`src/rtl/irq_halt_pkg.sv`:
```
package irq_halt_pkg;

  localparam int ADDR_W = 2;
  localparam logic [ADDR_W-1:0] SEL_ENABLE = 2'd0;
  localparam logic [ADDR_W-1:0] SEL_FLAGS  = 2'd1;
  localparam logic [ADDR_W-1:0] SEL_GATE   = 2'd2;
  localparam logic [ADDR_W-1:0] SEL_POWER  = 2'd3;
  localparam int STOP_BIT = 7;

  typedef enum logic [1:0] {
    PWR_RUN  = 2'd0,
    PWR_HALT = 2'd1,
    PWR_STOP = 2'd2
  } pwr_state_t;

  typedef struct packed {
    logic enableWr;
    logic flagAck;
    logic gateWr;
  } reg_strobe_t;

endpackage

```
`src/rtl/irq_halt_ctrl.sv`:
```
module irq_halt_ctrl
  import irq_halt_pkg::*;
(
  input  logic              clk,
  input  logic              rstN,
  input  logic [ADDR_W-1:0] regAddr,
  input  logic              regWrEn,
  input  logic              stopSel,
  input  logic              pendingAny,
  input  logic              wakeIn,
  output reg_strobe_t       strobe,
  output pwr_state_t        pwrState
);

  pwr_state_t pwrNext;
  logic       powerWr;

  always_comb begin
    strobe          = '0;
    strobe.enableWr = regWrEn && (regAddr == SEL_ENABLE);
    strobe.flagAck  = regWrEn && (regAddr == SEL_FLAGS);
    strobe.gateWr   = regWrEn && (regAddr == SEL_GATE);
    powerWr         = regWrEn && (regAddr == SEL_POWER);
  end

  always_comb begin
    pwrNext = pwrState;
    unique case (pwrState)
      PWR_RUN: begin
        if (powerWr) pwrNext = stopSel ? PWR_STOP : PWR_HALT;
      end
      PWR_HALT: begin
        if (pendingAny) pwrNext = PWR_RUN;
      end
      PWR_STOP: begin
        if (wakeIn) pwrNext = PWR_RUN;
      end
      default: pwrNext = PWR_RUN;
    endcase
  end

  always_ff @(posedge clk) begin
    if (!rstN) pwrState <= PWR_RUN;
    else       pwrState <= pwrNext;
  end

endmodule

```
`src/rtl/irq_halt_regs.sv`:
```
module irq_halt_regs
  import irq_halt_pkg::*;
#(
  parameter int DATA_W = 16
) (
  input  logic              clk,
  input  logic              rstN,
  input  reg_strobe_t       strobe,
  input  logic [ADDR_W-1:0] regAddr,
  input  logic [DATA_W-1:0] regWrData,
  input  logic [DATA_W-1:0] srcReq,
  output logic [DATA_W-1:0] regRdData,
  output logic [DATA_W-1:0] enQ,
  output logic [DATA_W-1:0] flagQ,
  output logic              gateQ,
  output logic              pendingAny,
  output logic              cpuIrq
);

  logic [DATA_W-1:0] ackMask;

  assign ackMask = strobe.flagAck ? regWrData : '0;

  always_ff @(posedge clk) begin
    if (!rstN) begin
      enQ   <= '0;
      flagQ <= '0;
      gateQ <= 1'b0;
    end else begin
      if (strobe.enableWr) enQ <= regWrData;
      if (strobe.gateWr)   gateQ <= |regWrData;
      flagQ <= (flagQ & ~ackMask) | srcReq;
    end
  end

  assign pendingAny = |(enQ & flagQ);
  assign cpuIrq     = gateQ & pendingAny;

  always_comb begin
    regRdData = '0;
    unique case (regAddr)
      SEL_ENABLE: regRdData = enQ;
      SEL_FLAGS:  regRdData = flagQ;
      SEL_GATE:   regRdData = {{(DATA_W-1){1'b0}}, gateQ};
      default:    regRdData = '0;
    endcase
  end

endmodule

```
`src/rtl/irq_halt_unit.sv`:
```
module irq_halt_unit
  import irq_halt_pkg::*;
#(
  parameter int DATA_W = 16
) (
  input  logic              clk,
  input  logic              rstN,
  input  logic [1:0]        regAddr,
  input  logic              regWrEn,
  input  logic [DATA_W-1:0] regWrData,
  output logic [DATA_W-1:0] regRdData,
  input  logic [DATA_W-1:0] srcReq,
  input  logic              wakeIn,
  output logic              cpuIrq,
  output logic              cpuPaused,
  output logic              stopOut
);

  reg_strobe_t       strobe;
  pwr_state_t        pwrState;
  logic [DATA_W-1:0] enQ;
  logic [DATA_W-1:0] flagQ;
  logic              gateQ;
  logic              pendingAny;

  irq_halt_ctrl i_ctrl (
    .clk        (clk),
    .rstN       (rstN),
    .regAddr    (regAddr),
    .regWrEn    (regWrEn),
    .stopSel    (regWrData[STOP_BIT]),
    .pendingAny (pendingAny),
    .wakeIn     (wakeIn),
    .strobe     (strobe),
    .pwrState   (pwrState)
  );

  irq_halt_regs #(.DATA_W(DATA_W)) i_regs (
    .clk        (clk),
    .rstN       (rstN),
    .strobe     (strobe),
    .regAddr    (regAddr),
    .regWrData  (regWrData),
    .srcReq     (srcReq),
    .regRdData  (regRdData),
    .enQ        (enQ),
    .flagQ      (flagQ),
    .gateQ      (gateQ),
    .pendingAny (pendingAny),
    .cpuIrq     (cpuIrq)
  );

  assign cpuPaused = (pwrState != PWR_RUN);
  assign stopOut   = (pwrState == PWR_STOP);

endmodule

```
`config.mk`:
```
export PLATFORM = sky130hd
export DESIGN_NAME = irq_halt_unit
export DESIGN_NICKNAME = d
export VERILOG_FILES = /design/src/rtl/irq_halt_pkg.sv /design/src/rtl/irq_halt_ctrl.sv /design/src/rtl/irq_halt_regs.sv /design/src/rtl/irq_halt_unit.sv
export SDC_FILE = /design/constraint.sdc
export NUM_CORES = 1
export LEC_CHECK = 0
export BUFFER_PORTS_ARGS = -buffer_cell sky130_fd_sc_hd__buf_4
export CORE_MARGIN = 3
export CORE_UTILIZATION = 45
export CTS_CLUSTER_DIAMETER = 40
export CTS_CLUSTER_SIZE = 20
export DETAILED_ROUTE_END_ITERATION = 8
export GPL_ROUTABILITY_DRIVEN = 0
export GPL_TIMING_DRIVEN = 0
export PLACE_DENSITY = 0.76
export SLEW_MARGIN = 30
export SYNTH_ARGS = -nofsm -noshare
export SYNTH_HDL_FRONTEND = slang
export SYNTH_SLANG_ARGS = --single-unit
export TNS_END_PERCENT = 30
```
`constraint.sdc`:
```
create_clock -name clk -period 1.1 [get_ports clk]
set_input_delay 0.22 -clock clk [delete_from_list [all_inputs] [get_ports clk]]
set_output_delay 0.22 -clock clk [all_outputs]
set_load 0.01 [all_outputs]
```
==> Yosys cells after proc, flatten, opt, wreduce, memory -nomap -nowiden <==
Cells that the tools add are included.
{ "word_totals": {"regBits": 35, "out_inout_bits": 19, "wordCells": 34} }
{ "classes": {"n_eq_ne": 8, "muxes": 7, "n_bitwise": 5, "n_reduce_logical": 10} }
{ "op_table": {"columns": ["cell", "count"], "rows": [
  ["one-hot mux 16 bit (3 select lines)", 1],
  ["AND 16 bit", 2],
  ["OR reduction 16 bit", 2],
  ["2-to-1 mux 16 bit", 1],
  ["inverter 16 bit", 1],
  ["OR 16 bit", 1],
  ["2-to-1 mux 2 bit", 4],
  ["equality test 2 bit, second input constant", 3],
  ["one-hot mux 2 bit (3 select lines)", 1],
  ["equality test 2 x 1 -> 1 bit, second input constant", 2],
  ["logical AND 1 bit", 4],
  ["zero test 2 bit", 2],
  ["inequality test 2 x 1 -> 1 bit, second input constant", 2],
  ["AND reduction 3 bit", 1],
  ["inequality test 2 bit, second input constant", 1],
  ["nonzero test 2 bit", 1],
  ["AND 1 bit", 1]
]} }

==> Depth between registers and ports, before layout <==
{ "depth": {"ltp_word": 6, "depth_mapped": 6} }

==> By module <==
From an unflattened synthesis, not the netlist that was laid out.
{ "unflattened": {"cells_unflattened": 190, "area_unflattened_um2": 1726.7} }
{ "modules_own_cells": {"columns": ["mod", "instances", "cells_each", "area_each_um2", "seq_area_each_um2"], "rows": [
  ["irq_halt_regs", 1, 175, 1594.0, 660.6],
  ["irq_halt_ctrl", 1, 13, 120.1, 40.0],
  ["irq_halt_unit", 1, 2, 12.5, 0.0]
]} }

==> Least setup slack after synthesis <==
No wires, ideal clock.
{ "synth_path": {"path_kind": "register to output", "start": "reg i_regs.flagQ[8]", "end": "out cpuIrq", "arrival_ns": 0.961, "required_time_ns": 0.880, "slack_ns": -0.081, "stages_incl_launch_ff": 5, "path_buffers": 0, "cell_sequence": "dfxtp_1 a22o_1 a221oi_2 and4_1 nor2b_1"} }
{ "synth_via": {"elab_chain_len": 3} }
{ "synth_lines": {"columns": ["element", "line_no", "text"], "rows": [
  ["start: declaration", "irq_halt_regs.sv:14", "output logic [DATA_W-1:0] flagQ,"],
  ["start signal: assignment", "irq_halt_regs.sv:32", "flagQ <= (flagQ & ~ackMask) | srcReq;"],
  ["AND 16 bit", "irq_halt_regs.sv:36", "assign pendingAny = |(enQ & flagQ);"],
  ["OR reduction 16 bit", "irq_halt_regs.sv:36", null],
  ["AND 1 bit", "irq_halt_regs.sv:37", "assign cpuIrq = gateQ & pendingAny;"],
  ["end: declaration", "irq_halt_unit.sv:14", "output logic cpuIrq,"]
]} }
No other way between the ends.

==> Worst setup path in the final report <==
{ "layout_path": {"start": "reg i_regs.flagQ[0]", "end": "out cpuIrq"} }
Same word-level chain as after synthesis.

==> results_dict.tcl <==
set metrics [dict create \
    status "finished, violations left" \
    violations "setup timing" \
    final-max-slew-violation-count 0 \
    synthDistinctLibCells 28 \
    grt_pass1_vias 1714 \
    cts_sinks 35 \
    drc 0 \
    drtIter0Drc 44 \
    dp_cells 311 \
    period_minus_slack_ps 1740 \
    skew_ps 1.72 \
    fin_crit_sh 1.59 \
    async_reset_ff_frac 0 \
    die_w_um 68.3 \
    numCtsBuffers 5 \
    powerDensity_mw_per_mm2 1180 \
    io_buffer_count 56 \
    drtAntennaViolNets 0 \
    antenna_found_initial 0 \
    synth_common_cells "nand2_1 (49), dfxtp_1 (35), nor2b_1 (18)" \
    pre_cts_ws_ps -377 \
    clk_latency_ps 280 \
    multiInputGateArea_um2 968 \
    yosysWarnings 0 \
    routed_via_density 5.31 \
    regArea_um2 738 \
    crit_type "reg2out" \
    dpl.hpwl_mm 3.50 \
    rsz0062_at_grt "true" \
    vias 1736 \
    syn_to_final_growth_pct 43.8 \
    routedWlPerCell_um 15.0 \
    htreeDepth 2 \
    diodes 0 \
    setup_tns_ps -2610 \
    clk_pin_slew_ps 70 \
    max_slew.worst_pin.slew_ps 438 \
    synth_ff_type "dfxtp_1" \
    max_clock_freq_mhz 573 \
    synth_top_area_share 0.401 \
    leakagePower_uw 0.00109 \
    worstPathRequired_ps 880 \
    core_area_mm2 0.00369 \
    grt_usage 0.231 \
    grt_pass1_wl_mm 7.91 \
    dr.pass1.iters 4 \
    clockRootBuffer "clkbuf_8" \
    overflow 0 \
    synth_edf_count 0 \
    synth-seq-area-share 0.401 \
    start_util 0.473 \
    io_pins 57 \
    slew_headroom 0.708 \
    syn_area_mm2 0.00175 \
    nets 316 \
    post-route-util 0.680 \
    netlist_top_cells_area "dfxtp_1 (40%), nand2_1 (11%), mux2i_1 (9.2%), nor2b_1 (6.5%), a21oi_1 (4.9%)" \
    finalSetupViolCount 19 \
    syn_area_per_cell_um2 8.43 \
    post-synth-top-area-cell "dfxtp_1" \
    tritoncts "built" \
    core.rowCount 22 \
    critPathMaxFanout 2 \
    synth_seq_cells 35 \
    wirelength_mm 4.91 \
    critPathCaptureType "output port" \
    grt_max_degree 14 \
    hold_class "in2reg" \
    yosysMostFrequentCell "nand2_1" \
    die_h_um 68.3 \
    postSynthCellCount 207 \
    timing.final.ws_setup_ps -645 \
    fillers 321 \
    maxCapViolCount 0 \
    dieArea_mm2 0.00466 \
    clockBufferDepth 2 \
    fin_cells 327 \
    syn-num-nets 245 \
    hold_violations 0 \
    crit_arrival_ps 1520 \
    startpoint_type "flop" \
    ir_worst_vdd_mv 0.820 \
    drive_above_1_share 0.430 \
]
[where the power goes]
group	internal (uW)	leakage [uW]	switching [uW]
Combinational	304	0.000742	232
Sequential	1350	0.000298	59.8
Clock	571	0.0000515	444
[worst max-delay path, stage by stage (launching register included)]
cell	delay, ps
dfxtp_2	330
a22o_1	240
a221oi_2	230
and4_1	250
nor2b_1	60
buf_4	140
[metrics by stage]
stage | instance area [um2] | hold WS (ps) | power, uW
after floorplan | 1750 | 355 | 1640
after global placement | 2230 | 445 | 1880
after detailed placement | 2230 | 452 | 1880
after CTS | 2480 | 159 | 2950
after global routing | 2510 | 160 | 3090
final | 2510 | 159 | 2960
[cells by family after synthesis]
logic type | after synthesis | synth area share
compound gates | 45 | 0.188
buf+inv | 14 | 0.0509
flops | 35 | 0.401
mux | 16 | 0.0918
simple gates | 97 | 0.268
[what timing repair did]
item	CTS	global route
gates cloned	1	0
setup endpoints to repair	20	21
hold buffers	0	0
pin swaps	5	4
buffers inserted	7	1
resized for setup	39	11
[routing by layer]
layer,global-route usage,vias up,share of wire
met5,0,-,0
met3,0.0706,8,0.075
met2,0.381,60,0.50
met1,0.287,816,0.41
met4,0.0670,0,0.012
li1,-,852,-
[area by class of cell]
class | count | share of cell area
inverter | 2 | 0.00299
tap | 48 | 0.0239
timing repair buffer | 65 | 0.213
sequential | 35 | 0.294
buffer | 11 | 0.0404
clock buffer | 8 | 0.0399
multi-input combinational | 158 | 0.386
[flip-flops by register name (all words and copies together), names as in the netlist]
register	cells
i_regs.flagQ	16
i_regs.enQ	16
i_regs.gateQ	1
i_ctrl.pwrState	2
[worst paths after layout]
path                            slack, ps            start  cells after the start            endpoint
worst max-delay path                 -640  i_regs.flagQ[0]                      5              cpuIrq
worst min-delay path                  160        srcReq[6]                      3     i_regs.flagQ[6]
worst max register to register       -250  i_regs.flagQ[0]                      5  i_ctrl.pwrState[0]
worst min register to register        470    i_regs.enQ[6]                      2       i_regs.enQ[6]
[cell usage in the layout (no fill, tap or decap), types with 5 or more instances in the layout]
master    instances
a21boi_0          6
nor2b_1          18
nand2_1          49
clkbuf_8          7
nor2_1           15
a21boi_1         10
dfxtp_2          30
buf_4            62
buf_6             5
dfxtp_1           5
mux2i_1          15
a21oi_1          16
Power figures use the tool's default switching activity.
